$ cat config.mk
export PLATFORM = sky130hd
export DESIGN_NAME = tmr_tick_gen
export DESIGN_NICKNAME = d
export VERILOG_FILES = /design/src/rtl/tmr_tick_pkg.sv /design/src/rtl/tmr_cfg_regs.sv /design/src/rtl/tmr_prescale_stage.sv /design/src/rtl/tmr_pow2_stage.sv /design/src/rtl/tmr_tick_gen.sv
export SDC_FILE = /design/constraint.sdc
export NUM_CORES = 1
export LEC_CHECK = 0
export ABC_AREA = 1
export CORE_MARGIN = 2
export CORE_UTILIZATION = 32
export CTS_BUF_LIST = sky130_fd_sc_hd__clkbuf_8
export CTS_CLUSTER_DIAMETER = 100
export CTS_CLUSTER_SIZE = 14
export DETAILED_ROUTE_END_ITERATION = 6
export PLACE_DENSITY = 0.56
export SLEW_MARGIN = 20
export SYNTH_ARGS = -nofsm -noshare
export SYNTH_HDL_FRONTEND = slang
export SYNTH_SLANG_ARGS = --single-unit
$ cat constraint.sdc
create_clock -name clk -period 5.65 [get_ports clk]
set_input_delay 1.4125 -clock clk [delete_from_list [all_inputs] [get_ports clk]]
set_output_delay 1.4125 -clock clk [all_outputs]
set_load 0.005 [all_outputs]
$ cat src/rtl/tmr_tick_pkg.sv
// Shared definitions for the tick generator: configuration word selector
// encoding and reset defaults. Assumes one write port with a 1-bit select.
package tmr_tick_pkg;

    // Selects which configuration word a write updates
    typedef enum logic {
        CFG_PRESCALE = 1'b0,
        CFG_DIVCODE  = 1'b1
    } cfg_word_e;

    // Prescale value each group holds after reset
    localparam int RST_PRESCALE = 1;

endpackage

$ cat src/rtl/tmr_cfg_regs.sv
// Holds the two configuration words as fields. Assumes the write strobe
// is synchronous to clk; only fields that downstream stages read are kept.
module tmr_cfg_regs
    import tmr_tick_pkg::*;
#(
    parameter int NUM_GRP = 2,
    parameter int NUM_CH  = 5,
    parameter int PRE_W   = 8,
    parameter int CODE_W  = 4,
    parameter int WORD_W  = 20
) (
    input  logic                      clk,
    input  logic                      rst_n,
    input  logic                      we_i,
    input  logic                      sel_i,
    input  logic [WORD_W-1:0]         wdata_i,
    output logic [NUM_GRP*PRE_W-1:0]  pre_flat_o,
    output logic [NUM_CH*CODE_W-1:0]  code_flat_o
);

    localparam int PRE_BITS  = NUM_GRP * PRE_W;
    localparam int CODE_BITS = NUM_CH * CODE_W;

    cfg_word_e sel_word;
    assign sel_word = cfg_word_e'(sel_i);

    // Capture a written word into its field register
    always_ff @(posedge clk) begin
        if (!rst_n) begin
            pre_flat_o  <= {NUM_GRP{PRE_W'(RST_PRESCALE)}};
            code_flat_o <= '0;
        end else if (we_i) begin
            if (sel_word == CFG_PRESCALE) pre_flat_o  <= wdata_i[PRE_BITS-1:0];
            else                          code_flat_o <= wdata_i[CODE_BITS-1:0];
        end
    end

    p_hold_idle_r6: assert property (@(posedge clk) disable iff (!rst_n)
        !we_i |=> ($stable(pre_flat_o) && $stable(code_flat_o)))
        else $error("configuration changed without a write");

    p_divsel_keeps_pre_r6: assert property (@(posedge clk) disable iff (!rst_n)
        (we_i && sel_i) |=> $stable(pre_flat_o))
        else $error("divide-code write altered prescale fields");

endmodule

$ cat src/rtl/tmr_prescale_stage.sv
// One group prescaler: counts 0..P and pulses wrap_o on the last count.
// Assumes pre_i may change at any time; it is sampled only at the wrap.
module tmr_prescale_stage #(
    parameter int PRE_W   = 8,
    parameter int RST_PRE = 1
) (
    input  logic             clk,
    input  logic             rst_n,
    input  logic [PRE_W-1:0] pre_i,
    output logic             wrap_o
);

    logic [PRE_W-1:0] cnt_q;
    logic [PRE_W-1:0] active_q;

    // Last count of the active prescale period reached
    assign wrap_o = (cnt_q == active_q);

    // Free-running count; new prescale value adopted only at a wrap
    always_ff @(posedge clk) begin
        if (!rst_n) begin
            cnt_q    <= '0;
            active_q <= PRE_W'(RST_PRE);
        end else if (wrap_o) begin
            cnt_q    <= '0;
            active_q <= pre_i;
        end else begin
            cnt_q    <= cnt_q + 1'b1;
        end
    end

    p_pre_at_wrap_r8: assert property (@(posedge clk) disable iff (!rst_n)
        !$stable(active_q) |-> $past(wrap_o))
        else $error("prescale value changed away from a wrap");

    p_wrap_pulse_r7: assert property (@(posedge clk) disable iff (!rst_n)
        (wrap_o && (pre_i != '0)) |=> !wrap_o)
        else $error("wrap lasted more than one cycle");

endmodule

$ cat src/rtl/tmr_pow2_stage.sv
// Per-channel power-of-two divider on prescaler wraps. Assumes wrap_i is
// a one-cycle enable; the divide code is sampled only at its own period end.
module tmr_pow2_stage #(
    parameter int CODE_W  = 4,
    parameter int MAX_EXP = 4
) (
    input  logic              clk,
    input  logic              rst_n,
    input  logic              wrap_i,
    input  logic [CODE_W-1:0] code_i,
    output logic              tick_o
);

    localparam int EXP_W  = $clog2(MAX_EXP + 1);
    localparam int SPAN_W = MAX_EXP + 1;

    logic [EXP_W-1:0]   exp_q;
    logic [MAX_EXP-1:0] cnt_q;
    logic [MAX_EXP-1:0] last_cnt;
    logic [EXP_W-1:0]   exp_next;
    logic [SPAN_W-1:0]  span;

    // Terminal count of the active power-of-two period
    always_comb begin
        span     = SPAN_W'(1) << exp_q;
        last_cnt = MAX_EXP'(span - 1'b1);
    end

    // Clamp oversized codes to the largest supported exponent
    assign exp_next = (code_i > CODE_W'(MAX_EXP)) ? EXP_W'(MAX_EXP) : EXP_W'(code_i);

    assign tick_o = wrap_i && (cnt_q == last_cnt);

    // Count wraps; adopt a new exponent only when a period completes
    always_ff @(posedge clk) begin
        if (!rst_n) begin
            cnt_q <= '0;
            exp_q <= '0;
        end else if (tick_o) begin
            cnt_q <= '0;
            exp_q <= exp_next;
        end else if (wrap_i) begin
            cnt_q <= cnt_q + 1'b1;
        end
    end

    p_exp_at_tick_r8: assert property (@(posedge clk) disable iff (!rst_n)
        !$stable(exp_q) |-> $past(tick_o))
        else $error("exponent changed in mid period");

    p_exp_clamp_r5: assert property (@(posedge clk) disable iff (!rst_n)
        (tick_o && (code_i > CODE_W'(MAX_EXP))) |=> (exp_q == EXP_W'(MAX_EXP)))
        else $error("oversized code not clamped");

    p_cnt_range_r2: assert property (@(posedge clk) disable iff (!rst_n)
        cnt_q <= last_cnt)
        else $error("divider count beyond its period");

endmodule

$ cat src/rtl/tmr_tick_gen.sv
// Top: two grouped prescalers and one power-of-two stage per channel.
// Channels below GRP0_CH use prescaler 0, the rest use prescaler 1.
module tmr_tick_gen
    import tmr_tick_pkg::*;
#(
    parameter int NUM_CH  = 5,
    parameter int PRE_W   = 8,
    parameter int CODE_W  = 4,
    parameter int MAX_EXP = 4,
    parameter int GRP0_CH = 2,
    localparam int NUM_GRP = 2,
    localparam int WORD_W  = (NUM_GRP * PRE_W > NUM_CH * CODE_W) ?
                             NUM_GRP * PRE_W : NUM_CH * CODE_W
) (
    input  logic              clk,
    input  logic              rst_n,
    input  logic              cfg_we,
    input  logic              cfg_sel,
    input  logic [WORD_W-1:0] cfg_wdata,
    output logic [NUM_CH-1:0] tick_o
);

    logic [NUM_GRP*PRE_W-1:0] pre_flat;
    logic [NUM_CH*CODE_W-1:0] code_flat;
    logic [NUM_GRP-1:0]       grp_wrap;

    tmr_cfg_regs #(
        .NUM_GRP (NUM_GRP),
        .NUM_CH  (NUM_CH),
        .PRE_W   (PRE_W),
        .CODE_W  (CODE_W),
        .WORD_W  (WORD_W)
    ) u_cfg (
        .clk         (clk),
        .rst_n       (rst_n),
        .we_i        (cfg_we),
        .sel_i       (cfg_sel),
        .wdata_i     (cfg_wdata),
        .pre_flat_o  (pre_flat),
        .code_flat_o (code_flat)
    );

    // One prescaler per channel group
    for (genvar g = 0; g < NUM_GRP; g++) begin : g_pre
        tmr_prescale_stage #(
            .PRE_W   (PRE_W),
            .RST_PRE (RST_PRESCALE)
        ) u_pre (
            .clk    (clk),
            .rst_n  (rst_n),
            .pre_i  (pre_flat[g*PRE_W +: PRE_W]),
            .wrap_o (grp_wrap[g])
        );
    end

    // One power-of-two stage per channel, fed by its group's wrap
    for (genvar c = 0; c < NUM_CH; c++) begin : g_ch
        localparam int GRP = (c < GRP0_CH) ? 0 : 1;
        tmr_pow2_stage #(
            .CODE_W  (CODE_W),
            .MAX_EXP (MAX_EXP)
        ) u_div (
            .clk    (clk),
            .rst_n  (rst_n),
            .wrap_i (grp_wrap[GRP]),
            .code_i (code_flat[c*CODE_W +: CODE_W]),
            .tick_o (tick_o[c])
        );

        p_tick_needs_wrap_r3: assert property (@(posedge clk) disable iff (!rst_n)
            tick_o[c] |-> grp_wrap[GRP])
            else $error("tick without its group's prescaler wrap");
    end

endmodule

==> out/results.txt, run 1 <==
dpl cell area = 0.00541 mm^2
clock latency on the worst-skew pair = 0.38 ns
Worst Max-Slew Pin Slew = 0.918 ns
RSZ-0062 raised after global routing = false
layout cells sized above 1 = 3.35%
Resize count post-CTS = 0
Worst setup EP type = output port
initial antenna violation count = 0
DR vias = 4,210
Synth-to-Final Area Change = 11.2%
Finished Cell Area = 0.00559 mm^2
Routed Antenna Nets = 0
FMAX = 256 MHz
mapped cell area = 0.00503 mm^2
CP Launch Type = register
Total Power = 2420 uW
top-level I/O count = 29
crit share post-route = 69.2%
Post-CTS Setup Bufs = 0
Mean Syn Cell Area = 6.65 um^2
Port Buf Inserts = 28
initial DRC count = 130
Max-slew headroom = 38.8%
global-route usage over all layers = 12.8%
CTS Hold Bufs = 0
DIE HEIGHT = 129 um
CP Max Fanout = 6
Die Wd = 129 um
DP HPWL = 6950 um
Power Density = 434 mW/mm^2
final hold violations = 0
total grt overflow = 0
largest net degree at the start of global routing = 60
maxcap violations = 0
number of global-route vias before repair = 3,827
H-tree Lvls = 3
Leak Pwr = 0.00251 uW
total CTS buffers = 9
Longest Clk Path Bufs = 2
Clock Sinks = 103
Final Wtd Congestion = 0.767
Yosys cell types = 23
CP Data Arrival Time = 2.50 ns
Data required, critical path = 4.24 ns
Net Count, Synth = 792
Final min period = 3.91 ns
Post-Syn Instances = 756
clock transition at the registers of the reported paths = 0.09 ns
max-slew violation count = 0
status = completed
Seq/Total Area, Yosys = 41.0%
Ant. Diodes = 0
CTS Root Cell = clkbuf_8
Setup Skew = 0.00871 ns
final core utilization = 36.7%
# setup viols final = 0
Core Region = 0.0153 mm^2
number of placement rows = 45
Die Area = 0.0167 mm^2
flops & latches, synth = 103
Initial Util = 33.0%
Hold/Removal Path Class = reg -> reg
YS warnings = 0
Max IR drop VDD = 0.000255 V
drt drc = 0
r2r setup slk = 3.64 ns
fin nets = 807
final setup TNS = 0 ns
WL per Instance = 10.1 um
First-pass DRT Iterations = 6
drt total wl = 9970 um
vias per cell = 4.27
first-pass GRT wire length = 17,200 um
Setup CP Type = reg -> out
CTS tree = done
cells by family after synthesis:
family / Yosys count / share of synthesized area [%]
XOR/XNOR: 22 / 3.83
AND/OR/NAND/NOR: 420 / 33.7
buffers and inverters: 115 / 10.0
flip-flops: 103 / 41.0
adder cells (fa/ha/maj): 12 / 2.99
AO/OA/AOI/OAI: 84 / 8.46
state kept, by name (all words and copies together) (netlist names):
name                  flops
u_cfg.code_flat_o        20
g_ch.u_div.exp_q         15
g_pre.u_pre.cnt_q        16
g_ch.u_div.cnt_q         20
g_pre.u_pre.active_q     16
u_cfg.pre_flat_o         16
Yosys cell counts:
cell type / n / area share [%]
buf_4: 6 / 0.90
dfxtp_1: 103 / 41
nand2_1: 202 / 15
clkbuf_1: 11 / 0.82
nand4_1: 5 / 0.62
nor2_8: 1 / 0.40
nor3_1: 7 / 0.70
nand2_4: 1 / 0.22
a21oi_1: 33 / 3.3
ha_1: 12 / 3.0
xor2_1: 14 / 2.4
o21ai_0: 49 / 4.9
nor3b_1: 3 / 0.45
nand3_1: 40 / 4.0
nor2_4: 1 / 0.22
nand2_2: 2 / 0.25
o211ai_1: 2 / 0.30
buf_2: 3 / 0.30
xnor2_1: 8 / 1.4
buf_6: 6 / 1.3
nor2_1: 158 / 12
inv_2: 5 / 0.37
inv_1: 84 / 6.3
critical path, cell delays in order (launching register included):
cell and delay [ns]:
dfxtp_1 0.35, nor2_1 0.18, nand2_1 0.09, ha_1 0.30
inv_1 0.04, nand2_1 0.05, nand2_1 0.05, nor2_1 0.08
nand2_1 0.05, nor2_1 0.18, nand2_2 0.12, inv_1 0.11
clkdlybuf4s50_1 0.51
stage by stage:
stage | hold WS, ns | std cells | worst slack [ns]
6_report | 0.458 | 986 | 1.74
5_1_grt | 0.473 | 986 | 1.44
4_1_cts | 0.463 | 986 | 1.69
3_5_place_dp | 0.449 | 971 | 2.14
3_3_place_gp | 0.442 | 971 | 2.11
2_1_floorplan | 0.429 | 756 | 2.73
report_power, final:
group          switching [uW]  internal (uW)  leakage (uW)
combinational             664            377       0.00157
sequential               94.5            845      0.000842
clock                     247            198     0.0000975
path summary, 6_finish.rpt:
| path | depth (start not counted) | from | endpoint |
|---|---|---|---|
| worst min-delay path | 2 | u_cfg.code_flat_o[8]$_SDFFE_PN0P_ | u_cfg.code_flat_o[8]$_SDFFE_PN0P_ |
| worst max register to register | 9 | g_pre[0].u_pre.cnt_q[5]$_SDFF_PP0_ | g_pre[0].u_pre.cnt_q[7]$_SDFF_PP0_ |
| worst min register to register | 2 | u_cfg.code_flat_o[8]$_SDFFE_PN0P_ | u_cfg.code_flat_o[8]$_SDFFE_PN0P_ |
| worst max-delay path | 12 | g_ch[2].u_div.exp_q[2]$_SDFFE_PN0P_ | tick_o[2] |
layout make-up:
| cell class | instances | area (um^2) |
|---|---|---|
| clock buffer | 9 | 124 |
| clock inverter | 6 | 55.1 |
| fill | 1697 | 9670 |
| inverter | 89 | 334 |
| multi-input combinational | 538 | 2460 |
| sequential | 103 | 2060 |
| tap | 211 | 264 |
| timing repair buffer | 30 | 290 |
cells in the final DEF, fill, tap and decap left out:
| cell type | count |
|---|---|
| buf_2 | 1 |
| nand2_4 | 1 |
| ha_1 | 12 |
| nor2_1 | 158 |
| nor2_8 | 1 |
| buf_4 | 2 |
| a21oi_1 | 33 |
| nor2_4 | 1 |
| inv_2 | 5 |
| o211ai_1 | 2 |
| o21ai_0 | 49 |
| nor3_1 | 7 |
| nand3_1 | 40 |
| xor2_1 | 14 |
| inv_1 | 86 |
| nand2_1 | 202 |
| nand4_1 | 5 |
| clkinvlp_4 | 1 |
| xnor2_1 | 8 |
| clkbuf_8 | 9 |
| clkdlybuf4s50_1 | 27 |
| nor3b_1 | 3 |
| nand2_2 | 2 |
| clkinv_2 | 2 |
| dfxtp_1 | 103 |
| bufinv_16 | 1 |
metal layers:
layer | wire, um | share of wire [%] | track usage (%)
met1 | 5060 | 51 | 16.4
met2 | 4360 | 44 | 21.0
met3 | 405 | 4.1 | 3.22
met4 | 140 | 1.4 | 4.22
met5 | 0 | 0 | 0
Note: power is estimated with default switching activity, not from simulation.
==> run 2: changes to the inputs <==
==> constraint.sdc (replaced) <==
create_clock -name clk -period 3.61 [get_ports clk]
set_input_delay 0.9025 -clock clk [delete_from_list [all_inputs] [get_ports clk]]
set_output_delay 0.9025 -clock clk [all_outputs]
set_load 0.005 [all_outputs]
==> run 2 against run 1 <==
  * Die area did not move
  * Critical path type unchanged
  * Core utilization is 0.49 points higher
  * Count of clock-buffer cells in the layout unchanged
  * Cell count up 0.51%
  * Hold slack gained 0.0075 ns
  * Register-to-register slack worse by 2.0 ns
==> out/results.txt, run 2 (synthesized netlist as in run 1, its figures left out) <==
status = completed
met3 Use GR = 3.55% (+0.33 points)
Setup Skew = 0.0121 ns (+0.00340 ns)
CP Max Fanout = 5 (-1)
Initial Util = 33.0% (unchanged)
First-pass DRT Iterations = 5 (-1)
DP HPWL = 7040 um (+1.3%)
crit share post-route = 93.7%
Critical-path top delay cell = clkdlybuf4s50_1
Max IR drop VDD = 0.000329 V (+29%)
layout cells sized above 1 = 4.49% (+1.1 points)
CP Data Arrival Time = 2.48 ns (-0.02 ns)
drt drc = 0 (unchanged)
most common cell after layout, fill and taps aside = nand2_1
vias per cell = 4.32 (+1.1%)
Power Density = 697 mW/mm^2 (+61%)
Leak Pwr = 0.00254 uW (+1.3%)
global-route usage over all layers = 13.2% (+0.43 points)
final hold violations = 0 (unchanged)
worst-path cell chain = inv_1 > nand3_1 > ha_1 > xor2_1 > nand3_1 > nor2_1 > nand2_1 > inv_1 > clkdlybuf4s50_1
final core utilization = 37.1% (+0.49 points)
Finished Cell Area = 0.00567 mm^2 (+1.3%)
met1 GRT Util = 16.6% (+0.20 points)
final non-filler cell total = 991 (+0.51%)
CP Buf/Inv Count = 3 (unchanged)
Port Buf Inserts = 28 (unchanged)
Top delay family on crit path = buffers and inverters
total CTS buffers = 9 (unchanged)
top-level I/O count = 29 (unchanged)
commonest non-fill, non-tap cells in the layout = nand2_1, nor2_1, dfxtp_1
fin nets = 811 (+0.50%)
register share of total power = 37.2% (-1.5 points)
Worst Max-Slew Pin Slew = 0.630 ns (-0.287 ns)
clock latency on the worst-skew pair = 0.39 ns (about the same)
initial antenna violation count = 0 (unchanged)
RSZ-0062 raised after global routing = false
Worst setup EP type = output port
first-pass GRT wire length = 17,700 um (+2.4%)
DIE HEIGHT = 129 um (unchanged)
H-tree Lvls = 3 (unchanged)
drt total wl = 10,200 um (+2.6%)
Hold/Removal Path Class = reg -> reg
Routed Antenna Nets = 0 (unchanged)
Post-CTS Setup Bufs = 0 (unchanged)
FMAX = 296 MHz
Max-slew headroom = 57.9% (+19 points)
CP Launch Type = register
WL per Instance = 10.3 um (+2.1%)
Clock Sinks = 103 (unchanged)
number of global-route vias before repair = 3,902 (+2.0%)
CTS Hold Bufs = 0 (unchanged)
GRT busiest layer = met2
hold path depth = 2 (unchanged)
Die Wd = 129 um (unchanged)
Longest Clk Path Bufs = 2 (unchanged)
number of placement rows = 45 (unchanged)
CP peak stage delay = 0.49 ns (-0.02 ns)
initial DRC count = 184 (+42%)
clock transition at the registers of the reported paths = 0.10 ns (about the same)
Switching Fraction = 41.0% (-0.42 points)
Resize count post-CTS = 0 (unchanged)
Inst Count DP = 975 (+0.41%)
hold endpoint = u_cfg.code_flat_o[4]$_SDFFE_PN0P_
CTS tree = done
maxcap violations = 0 (unchanged)
Worst R2R Path Depth = 10 (+1)
Die Area = 0.0167 mm^2 (unchanged)
Hold Path Origin = u_cfg.code_flat_o[4]$_SDFFE_PN0P_
DR vias = 4,280 (+1.7%)
max-slew violation count = 0 (unchanged)
largest net degree at the start of global routing = 40 (-33%)
final setup TNS = 0 ns (unchanged)
dpl cell area = 0.00544 mm^2 (+0.55%)
Synth-to-Final Area Change = 12.7%
Setup CP Type = reg -> out
total grt overflow = 0 (unchanged)
top flop regs = g_ch.u_div.cnt_q x20, u_cfg.code_flat_o x20
# setup viols final = 0 (unchanged)
Data required, critical path = 2.71 ns (-1.53 ns)
Internal = 2330 uW (+64%)
Combinational Power Share = 42.2% (-0.7 points)
Final Wtd Congestion = 0.743 (-3.1%)
met2 usage = 21.9% (+0.87 points)
Final min period = 3.38 ns
CTS Root Cell = clkbuf_8
Ant. Diodes = 0 (unchanged)
Clock power frac = 20.5% (+2.1 points)
RR Endpoint = g_pre[0].u_pre.cnt_q[4]$_SDFF_PP0_
sw power = 1620 uW (+61%)
Core Region = 0.0153 mm^2 (unchanged)
Worst R2R Start = g_pre[0].u_pre.cnt_q[0]$_SDFF_PP0_
r2r setup slk = 1.66 ns (-1.98 ns)
==> run 2: changes by cell type in the layout (fill, tap and decap cells not counted) <==
cell,delta
inv_6,+2
nor2_1,-2
bufinv_16,+1
buf_4,+4
nor2_2,+2
inv_1,-2
==> run 2: power by group through the flow <==
stage | clock (uW) | combinational [uW] | sequential, uW
CTS | 846 | 1690 | 1470
global route | 889 | 1950 | 1510
finish | 812 | 1670 | 1470
floorplan | 0 | 1440 | 1460
global placement | 0 | 1680 | 1490
detailed placement | 0 | 1680 | 1490
==> run 2: worst min-delay path, stage by stage (launching register included) <==
cell and delay [ns]:
dfxtp_1 0.31, inv_1 0.06, a21oi_1 0.06
==> run 2: worst max path at each step <==
| stage | slack [ns] | cells after the start | to | startpoint |
|---|---|---|---|---|
| floorplan | 1.20 | 9 | tick_o[0] | g_ch[0].u_div.exp_q[2]$_SDFFE_PN0P_ |
| global placement | 0.65 | 9 | tick_o[1] | g_ch[1].u_div.exp_q[2]$_SDFFE_PN0P_ |
| detailed placement | 0.64 | 9 | tick_o[3] | g_ch[3].u_div.exp_q[2]$_SDFFE_PN0P_ |
| CTS | 0.17 | 9 | tick_o[4] | g_ch[4].u_div.exp_q[2]$_SDFFE_PN0P_ |
| global route | 0.009 | 12 | tick_o[1] | g_ch[1].u_div.exp_q[2]$_SDFFE_PN0P_ |
| finish | 0.23 | 9 | tick_o[4] | g_ch[4].u_div.exp_q[2]$_SDFFE_PN0P_ |
==> run 2: metal layers <==
metal / vias up / share of wire (%)
met1: 1857 / 52
li1: 2369 / -
met3: 8 / 3.2
met5: - / 0
met4: 0 / 1.2
met2: 46 / 44
==> run 2: metrics by stage <==
step                      setup WS [ns]  total power (uW)  hold WS [ns]
final                             0.229              3950         0.466
after floorplan                    1.20              2900         0.429
after CTS                         0.174              4000         0.468
after detailed placement          0.635              3170         0.443
after global routing            0.00947              4340         0.488
after global placement            0.652              3170         0.444
==> run 2: area by class of cell <==
cell class / count / area [um^2]
multi-input cells: 538 / 2470
fillers: 1653 / 9590
repair buffers: 34 / 320
clock inverters: 7 / 95.1
well taps: 211 / 264
flip-flops and latches: 103 / 2060
clock buffers: 9 / 124
inverters: 89 / 334
